$ cat config.mk
export PLATFORM = sky130hd
export DESIGN_NAME = fo_track
export DESIGN_NICKNAME = d
export VERILOG_FILES = /design/src/rtl/fo_pkg.sv /design/src/rtl/fo_limit.sv /design/src/rtl/fo_loop.sv /design/src/rtl/fo_correct.sv /design/src/rtl/fo_track.sv
export SDC_FILE = /design/constraint.sdc
export NUM_CORES = 1
export LEC_CHECK = 0
export ABC_CLOCK_PERIOD_IN_PS = 8800
export BUFFER_PORTS_ARGS = -buffer_cell sky130_fd_sc_hd__buf_2
export CAP_MARGIN = 20
export CELL_PAD_IN_SITES_DETAIL_PLACEMENT = 0
export CELL_PAD_IN_SITES_GLOBAL_PLACEMENT = 1
export CORE_ASPECT_RATIO = 1.5
export CORE_MARGIN = 4
export CORE_UTILIZATION = 45
export DETAILED_ROUTE_END_ITERATION = 16
export GPL_ROUTABILITY_DRIVEN = 0
export PLACE_DENSITY = 0.8
export SKIP_LAST_GASP = 1
export SYNTH_ARGS = -nofsm -noshare
export SYNTH_HDL_FRONTEND = slang
export SYNTH_HIERARCHICAL = 1
export SYNTH_SLANG_ARGS = --single-unit
$ cat constraint.sdc
create_clock -name clk -period 8.8 [get_ports clk]
set_input_delay 1.76 -clock clk [delete_from_list [all_inputs] [get_ports clk]]
set_output_delay 1.76 -clock clk [all_outputs]
set_load 0.005 [all_outputs]
$ cat src/rtl/fo_pkg.sv
package fo_pkg;

   typedef enum logic [1:0] {
      MOD_FSK2 = 2'b00,
      MOD_GFSK = 2'b01,
      MOD_AMP  = 2'b10,
      MOD_MSK  = 2'b11
   } mod_e;

   function automatic logic mod_is_amp(input logic [1:0] code);
      return code == MOD_AMP;
   endfunction

endpackage

$ cat src/rtl/fo_limit.sv
module fo_limit #(
   parameter int BW_W   = 8,
   parameter int FRAC_W = 8,
   parameter int ERR_W  = 18
) (
   input  logic [1:0]              code,
   input  logic [BW_W-1:0]         bw,
   output logic signed [ERR_W-1:0] lim_pos
);

   logic [BW_W-1:0] lim_est;
   logic [2:0]      div_sh;

   always_comb begin
      div_sh  = 3'd4 - {1'b0, code};
      lim_est = (code == 2'd0) ? '0 : (bw >> div_sh);
      lim_pos = $signed(ERR_W'({lim_est, {FRAC_W{1'b0}}}));
   end

endmodule

$ cat src/rtl/fo_loop.sv
module fo_loop #(
   parameter int SMP_W     = 8,
   parameter int FRAC_W    = 8,
   parameter int GAIN_BASE = 3,
   parameter int ACC_W     = SMP_W + FRAC_W,
   parameter int ERR_W     = ACC_W + 2
) (
   input  logic                    clk,
   input  logic                    rst_n,
   input  logic                    clr,
   input  logic                    amp,
   input  logic                    upd,
   input  logic signed [SMP_W-1:0] smp,
   input  logic [1:0]              gain_code,
   input  logic signed [ERR_W-1:0] lim_pos,
   output logic signed [ACC_W-1:0] acc
);

   logic signed [ERR_W-1:0] smp_ext, acc_ext, err, step, sum, neg_lim, clamped;
   logic [3:0]              sh;

   always_comb begin
      smp_ext = {{2{smp[SMP_W-1]}}, smp, {FRAC_W{1'b0}}};
      acc_ext = {{2{acc[ACC_W-1]}}, acc};
      sh      = 4'(GAIN_BASE) + {2'b00, gain_code};
      err     = smp_ext - acc_ext;
      step    = err >>> sh;
      sum     = acc_ext + step;
      neg_lim = -lim_pos;
      if (sum > lim_pos)
         clamped = lim_pos;
      else if (sum < neg_lim)
         clamped = neg_lim;
      else
         clamped = sum;
   end

   always_ff @(posedge clk or negedge rst_n) begin
      if (!rst_n)
         acc <= '0;
      else if (clr || amp)
         acc <= '0;
      else if (upd)
         acc <= ACC_W'(clamped);
   end

endmodule

$ cat src/rtl/fo_correct.sv
module fo_correct #(
   parameter int SMP_W   = 8,
   parameter bit OUT_SAT = 1'b1
) (
   input  logic                    clk,
   input  logic                    rst_n,
   input  logic                    vld,
   input  logic signed [SMP_W-1:0] smp,
   input  logic signed [SMP_W-1:0] est,
   output logic signed [SMP_W-1:0] out_smp,
   output logic                    out_vld
);

   localparam logic signed [SMP_W-1:0] MAX_V = {1'b0, {(SMP_W-1){1'b1}}};
   localparam logic signed [SMP_W-1:0] MIN_V = {1'b1, {(SMP_W-1){1'b0}}};

   logic signed [SMP_W:0]   diff;
   logic signed [SMP_W-1:0] res;

   assign diff = {smp[SMP_W-1], smp} - {est[SMP_W-1], est};

   generate
      if (OUT_SAT) begin : g_sat
         always_comb begin
            if (diff[SMP_W] != diff[SMP_W-1])
               res = diff[SMP_W] ? MIN_V : MAX_V;
            else
               res = diff[SMP_W-1:0];
         end
      end else begin : g_wrap
         always_comb res = SMP_W'(diff);
      end
   endgenerate

   always_ff @(posedge clk or negedge rst_n) begin
      if (!rst_n) begin
         out_vld <= 1'b0;
         out_smp <= '0;
      end else begin
         out_vld <= vld;
         if (vld)
            out_smp <= res;
      end
   end

endmodule

$ cat src/rtl/fo_track.sv
module fo_track #(
   parameter int SMP_W     = 8,
   parameter int FRAC_W    = 8,
   parameter int GAIN_BASE = 3,
   parameter bit OUT_SAT   = 1'b1
) (
   input  logic                    clk,
   input  logic                    rst_n,
   input  logic                    clr,
   input  logic                    smp_vld,
   input  logic signed [SMP_W-1:0] smp_in,
   input  logic                    carrier_sense,
   input  logic                    sync_found,
   input  logic [1:0]              mod_sel,
   input  logic [1:0]              cfg_limit,
   input  logic [1:0]              cfg_gain_pre,
   input  logic [1:0]              cfg_gain_post,
   input  logic                    cfg_cs_gate,
   input  logic [SMP_W-1:0]        chan_bw,
   output logic signed [SMP_W-1:0] est_out,
   output logic signed [SMP_W-1:0] out_smp,
   output logic                    out_vld
);

   localparam int ACC_W = SMP_W + FRAC_W;
   localparam int ERR_W = ACC_W + 2;

   generate
      if (SMP_W < 4) begin : g_bad_smp
         $error("fo_track: SMP_W must be at least 4");
      end
      if (FRAC_W < 2) begin : g_bad_frac
         $error("fo_track: FRAC_W must be at least 2");
      end
      if (GAIN_BASE < 0 || GAIN_BASE > 12) begin : g_bad_gain
         $error("fo_track: GAIN_BASE out of range");
      end
   endgenerate

   logic                    amp, frozen, upd;
   logic [1:0]              gain_code;
   logic signed [ERR_W-1:0] lim_pos;
   logic signed [ACC_W-1:0] acc;
   logic signed [SMP_W-1:0] est_used;

   always_comb begin
      amp       = fo_pkg::mod_is_amp(mod_sel);
      frozen    = cfg_cs_gate && !carrier_sense;
      upd       = smp_vld && !frozen;
      gain_code = sync_found ? cfg_gain_post : cfg_gain_pre;
      est_out   = acc[ACC_W-1:FRAC_W];
      est_used  = amp ? '0 : est_out;
   end

   fo_limit #(.BW_W(SMP_W), .FRAC_W(FRAC_W), .ERR_W(ERR_W)) u_limit (
      .code    (cfg_limit),
      .bw      (chan_bw),
      .lim_pos (lim_pos)
   );

   fo_loop #(.SMP_W(SMP_W), .FRAC_W(FRAC_W), .GAIN_BASE(GAIN_BASE),
             .ACC_W(ACC_W), .ERR_W(ERR_W)) u_loop (
      .clk       (clk),
      .rst_n     (rst_n),
      .clr       (clr),
      .amp       (amp),
      .upd       (upd),
      .smp       (smp_in),
      .gain_code (gain_code),
      .lim_pos   (lim_pos),
      .acc       (acc)
   );

   fo_correct #(.SMP_W(SMP_W), .OUT_SAT(OUT_SAT)) u_correct (
      .clk     (clk),
      .rst_n   (rst_n),
      .vld     (smp_vld),
      .smp     (smp_in),
      .est     (est_used),
      .out_smp (out_smp),
      .out_vld (out_vld)
   );

endmodule

# Word-level counts from Yosys, hierarchy flattened
# Cells that the tools add are included.
# totals
ff_bits,25
input_bits,31
output_inout_bits,17
elab_cells,31
# classes
add_sub_neg,6
n_lt_le_gt_ge,2
eq_ne,2
shifts,2
mux,9
n_reduce_logical,7
# op_table
operator,count
$mux W16,4
$mux W8,4
$add A16 B18 Y18,1
$gt A18 B17 Y1,1
$lt A18 B18 Y1,1
$neg A16 Y18,1
$sshr A18 B4 Y18,1
$sub A16 B16 Y17,1
$sub A8 B8 Y9,1
$shr A8 B3 Y8,1
$add A2 B2 Y3 const A,1
$sub A3 B2 Y3 const A,1
$eq A2 B2 Y1 const B,1
$logic_and A1 B1 Y1,2
$logic_not A1 Y1,2
$logic_not A2 Y1,1
$mux W2,1
$reduce_bool A2 Y1,1
$logic_or A1 B1 Y1,1
$ne A1 B1 Y1,1

# Logic depth before layout (Yosys ltp)
# depth
word_depth,9
mapped_depth,32
depth_no_buf,31

# Cells and area by module
# Netlist, hierarchy kept.
# by_module_without_submodules
mod,instances,cells_per_inst,area_each_um2,seq_area_each_um2
fo_loop,1,524,3946.3,400.4
fo_correct,1,86,765.7,225.2
fo_limit,1,36,281.5,0.0
fo_track,1,14,108.9,0.0

# Least setup slack after synthesis
# Ideal clock, no wire load.
# synth_path
kind,in2reg
startpoint,input smp_in[0]
endpoint,register u_loop.acc[10]
setup_time_ps,141
arrival_time_ps,7259
required_time_ps,8659
path_slack_ps,1400
path_stages,28
n_path_buf,2
path_cell_list,ha_1 -> nor3b_1 -> or3b_4 -> a21boi_0 -> nor2_1 -> xnor2_1 -> mux2_2 -> mux4_2 -> ha_1 -> o21a_1 -> o31ai_1 -> a21oi_1 -> a221oi_1 -> o221ai_1 -> a21oi_1 -> o21bai_1 -> a21oi_1 -> xnor2_1 -> ha_1 -> nand3_1 -> nor3_1 -> nand3_1 -> o21ai_0 -> a31oi_1 -> nand2b_1 -> clkbuf_1 -> clkbuf_1 -> o221ai_1
# synth_via
elab_chain_cells,8
elab_cells_between_ends,9
cone_classes,add/sub (2); order compare (2); shift (1); mux (4)
# synth_rtl
item,line_no,text
start: declaration,fo_track.sv:11,"input logic signed [SMP_W-1:0] smp_in,"
$sub A16 B16 Y17 *,fo_loop.sv:26,err = smp_ext - acc_ext;
$sshr A18 B4 Y18 *,fo_loop.sv:27,step = err >>> sh;
$add A16 B18 Y18 *,fo_loop.sv:28,sum = acc_ext + step;
$lt A18 B18 Y1,fo_loop.sv:32,else if (sum < neg_lim)
$mux W16,fo_loop.sv:32,
$mux W16 *,fo_loop.sv:30,if (sum > lim_pos)
$mux W16 *,fo_loop.sv:43,else if (upd)
$mux W16 *,fo_loop.sv:41,else if (clr || amp)
end signal: assignment,fo_loop.sv:44,acc <= ACC_W'(clamped);
end: declaration,fo_loop.sv:16,output logic signed [ACC_W-1:0] acc
# Every way passes the cells marked *; elsewhere a longest branch is shown, timed or not. The select of a mux whose other input is x is not followed.
# A chain may end at the register's enable or synchronous reset.

# Worst setup path after layout
# layout_path
startpoint,input smp_in[0]
endpoint,register u_loop.acc[3]
# The elaborated chain is that of the path after synthesis.

==> run summary <==
The multiplexer share of the synthesized area was 9.220%. Clock-pin slew was measured on the worst setup and hold paths at 0.06 ns. The signed area change from the synthesized netlist to the final layout was 7.479%. After clock tree synthesis, the setup repair step added 0 buffers. In the final routed layout, each cell accounts on average for 15.91 um. The largest fanout on the critical path was 16; the number of search-and-repair iterations in the first detailed-routing pass was 4. In this run the register-to-register setup slack is 1.61 ns. In the routed design, unresolved DRC markers number 0.

The compound-gate portion of the synthesized area was 24.64%; the final core area utilization was 49.60%. After global routing the overflow that remains totals 0. Grouping stages by cell kind, the critical path spends the most delay in compound AO/OA/AOI/OAI gates. The routed design has 13.38 mm of wire. Final count of pins violating max slew: 0. The number of register bits inferred by synthesis came out at 25. The number of gates resized after cts was 0; the count of unique library cells instantiated by Yosys was 77.

The first-iteration detailed-routing DRC count came out at 176. Hold repair after CTS inserted 0 buffers. The first global-routing pass estimated 21.98 mm of wire. The post-route netlist has 12.82% of its cells at a drive strength greater than 1. The root buffer selected by CTS was sky130_fd_sc_hd__clkbuf_16. The async set-reset flop share out of synthesis works out to 100.0%.

In this run the worst setup path begins at smp_in[0]. The clock arrives with 0.003493 ns of skew. The sequential share of the synthesized area is 12.26%. After synthesis, the largest family of logic cells by area is compound AO/OA/AOI/OAI gates.

Initial antenna violation count: 0. Together, buffers and inverters on the worst path number 2. In the post-synthesis netlist, the cell with the most instances is sky130_fd_sc_hd__ha_1. Yosys mapped a number of flops with a built-in enable equal to 0. The critical-path cell with the highest stage delay was sky130_fd_sc_hd__mux4_2. Using the TritonRoute via totals, the vias-per-cell ratio works out to 5.751. For the critical path data arrival time, the log shows 8.32 ns. The flow ran to the end, and the final reports show no timing, DRC or antenna violations. The number of global-route vias before repair was 4723; the placement row count was 47. Ranked by total cell area, the synthesized netlist is headed by sky130_fd_sc_hd__ha_1 (18%), sky130_fd_sc_hd__dfrtp_1 (12%), sky130_fd_sc_hd__mux2i_1 (6.9%). Following the worst setup path forward leads to its endpoint at u_loop/acc[3]$_DFFE_PN0P_.

The number of antenna diodes is 0. The cell accounting for the most synthesized area is sky130_fd_sc_hd__ha_1. Setup repair after global routing left no endpoint under its margin.

The floorplan step defined a die boundary enclosing 13140 sq um. The area used by multi-input combinational logic is 4074 sq um. For the final-report hold violation count, the log shows 0. The synthesized instance count was 660.

VDD sags by at most 0.1212 mV. The smallest clock period supported by the final layout is computed as 8.139 ns. The number of levels in the clock H-tree is 1, and the simple-gate area share of the yosys netlist is 18.88%. The total area inside the core boundary comes to 11060 sq um. Ranked by instance count, the synthesized netlist is headed by sky130_fd_sc_hd__ha_1 (72), sky130_fd_sc_hd__inv_1 (63), sky130_fd_sc_hd__nand2_1 (50). The number of inserted filler cells in the final layout is 1120, and the I/O pin total is 48.

The tools report the cell area after technology mapping as 5102 sq um. The tools report the startpoint of the most critical register-to-register path as u_loop/acc[1]$_DFFE_PN0P_. The critical path runs through a total of 28 cells. Summing all flip-flop and latch instances after layout gives 625.6 sq um. For this run, the total global-route usage over all layers was measured as 20.48%. Total CTS buffers: 3. STA classifies the critical path startpoint as an input pin. The net count of the finished layout is 800. Of the total synthesized cell area, the portion taken by full adders, half adders and majority gates is 18.66%.

The tools report the count of warnings emitted by yosys as 6. Among all flip-flop cells after synthesis, the most frequent one is sky130_fd_sc_hd__dfrtp_1. After layout, the worst path uses 92.49% of the clock period. The run gives 4837 as the via total after detailed routing. Type of the worst setup path: input pin to flip-flop.

For the insertion delay to the later sink of the worst-skew pair, the log shows 0.26 ns. Measured in cells, the most critical reg-to-reg path has a length of 28. For this design the static power due to leakage is 2.544 nW.

The top cell type by area accounts for 17.66% of the synthesized area. Summing the areas of all xor and xnor instances in the mapped netlist gives 7.700% of the synthesized area. For this run, the top clock speed supported by timing is 122.9 MHz.

The tightest min-delay check is of the flip-flop to flip-flop type. The worst pin sits at a relative slew slack of 53.07%. The clock sink total is 25. The number of routed nets with antenna violations is 0, and the final setup TNS is 0 ns. The floorplan step set the die width to 94.95 um.

Across the run, the number of max-cap violations was 0. Average cell area after synthesis: 7.731 sq um. Biggest cell delay along the critical path: 0.47 ns. The worst register-to-register path ends at u_loop/acc[3]$_DFFE_PN0P_. For this design the ratio of total power to cell area is 337.6 nW/um^2. Floorplan die height: 138.4 um. The measured slew at the worst slew-check pin is 0.6986 ns, and the critical path required time is 8.98 ns.

The nature of the critical path endpoint is a flip-flop. The buffer levels on the longest clock path was 2. The detailed placement HPWL was 11.38 mm; the starting density of the core was 46.15%.

Port buffering added 47 buffers. TritonCTS built the clock tree. The logs give 26 for the largest net degree at the start of global routing and 0 for the total of endpoints with negative setup slack in the final report.
[layout make-up]
cell class              count  area share, %
clock buffers               3          1.369
inverters                  64          4.381
well taps                 147          3.354
multi-input cells         548          74.29
repair buffers             53          5.111
clock inverters             1        0.09126
flip-flops and latches     25          11.41
[worst min path at each step]
stage,startpoint,slack [ns],depth (start not counted),end
global placement,u_correct/out_smp[4]$_DFFE_PN0P_,0.47,1,u_correct/out_smp[4]$_DFFE_PN0P_
detailed placement,u_correct/out_smp[4]$_DFFE_PN0P_,0.48,1,u_correct/out_smp[4]$_DFFE_PN0P_
global route,u_correct/out_smp[0]$_DFFE_PN0P_,0.53,1,u_correct/out_smp[0]$_DFFE_PN0P_
floorplan,u_correct/out_smp[0]$_DFFE_PN0P_,0.48,1,u_correct/out_smp[0]$_DFFE_PN0P_
CTS,u_correct/out_smp[4]$_DFFE_PN0P_,0.49,1,u_correct/out_smp[4]$_DFFE_PN0P_
finish,u_correct/out_smp[4]$_DFFE_PN0P_,0.49,1,u_correct/out_smp[4]$_DFFE_PN0P_
[cells by family after synthesis]
logic type                 after synthesis
AOI/OAI and AO/OA                      188
and+or+nand+nor                        187
buffers and inverters                   96
adders and majority gates               75
xor gates and xnor gates                44
muxes                                   44
DFF                                     25
other                                    1
[routing by layer]
| metal | up-vias | track usage (%) | part of all wire (%) |
|---|---|---|---|
| met5 | - | 0 | 0 |
| met2 | 108 | 37.88 | 53 |
| met3 | 25 | 0.6522 | 2.5 |
| met1 | 2247 | 23.65 | 41 |
| met4 | 0 | 9.354 | 3.7 |
| li1 | 2457 | - | - |
[sequential cells by signal, summed over array words and instances, names as in the netlist]
register / cells
u_correct/out_smp: 8
u_loop/acc: 16
u_correct/out_vld: 1
[stage by stage]
step	total power, W	cells	worst slack, ns	instance area, sq um	hold WS [ns]
finish	0.001851	841	0.6609	5484	0.4898
global route	0.002058	841	0.1339	5484	0.5262
CTS	0.001851	841	0.6822	5484	0.4916
detailed placement	0.001739	837	0.4248	5404	0.4767
global placement	0.001707	837	0.6372	5404	0.4732
floorplan	0.001376	669	1.400	5136	0.4784
[cell usage in the layout, fill, tap and decap left out, drive strengths merged, types with 9 or more instances in the layout]
cell type | Yosys | routed
inv | 64 | 64
o211ai | 12 | 12
nand3 | 13 | 13
nor3 | 24 | 24
nand2 | 50 | 50
ha | 72 | 72
nand2b | 10 | 10
xnor2 | 37 | 37
mux2i | 35 | 35
a21oi | 50 | 50
a31oi | 10 | 10
buf | 15 | 53
o21ai | 39 | 39
and2 | 10 | 10
o221ai | 9 | 9
nor2 | 36 | 36
a21o | 15 | 15
conb | 1 | 10
dfrtp | 25 | 25
[power breakdown]
part / internal (W) / switching (W) / total, W
clock: 0.0000613 / 0.0000410 / 0.000102
combinational: 0.000656 / 0.000891 / 0.00155
sequential: 0.000150 / 0.0000526 / 0.000203
total: 0.000867 / 0.000984 / 0.00185
(Power assumes the default switching activity.)
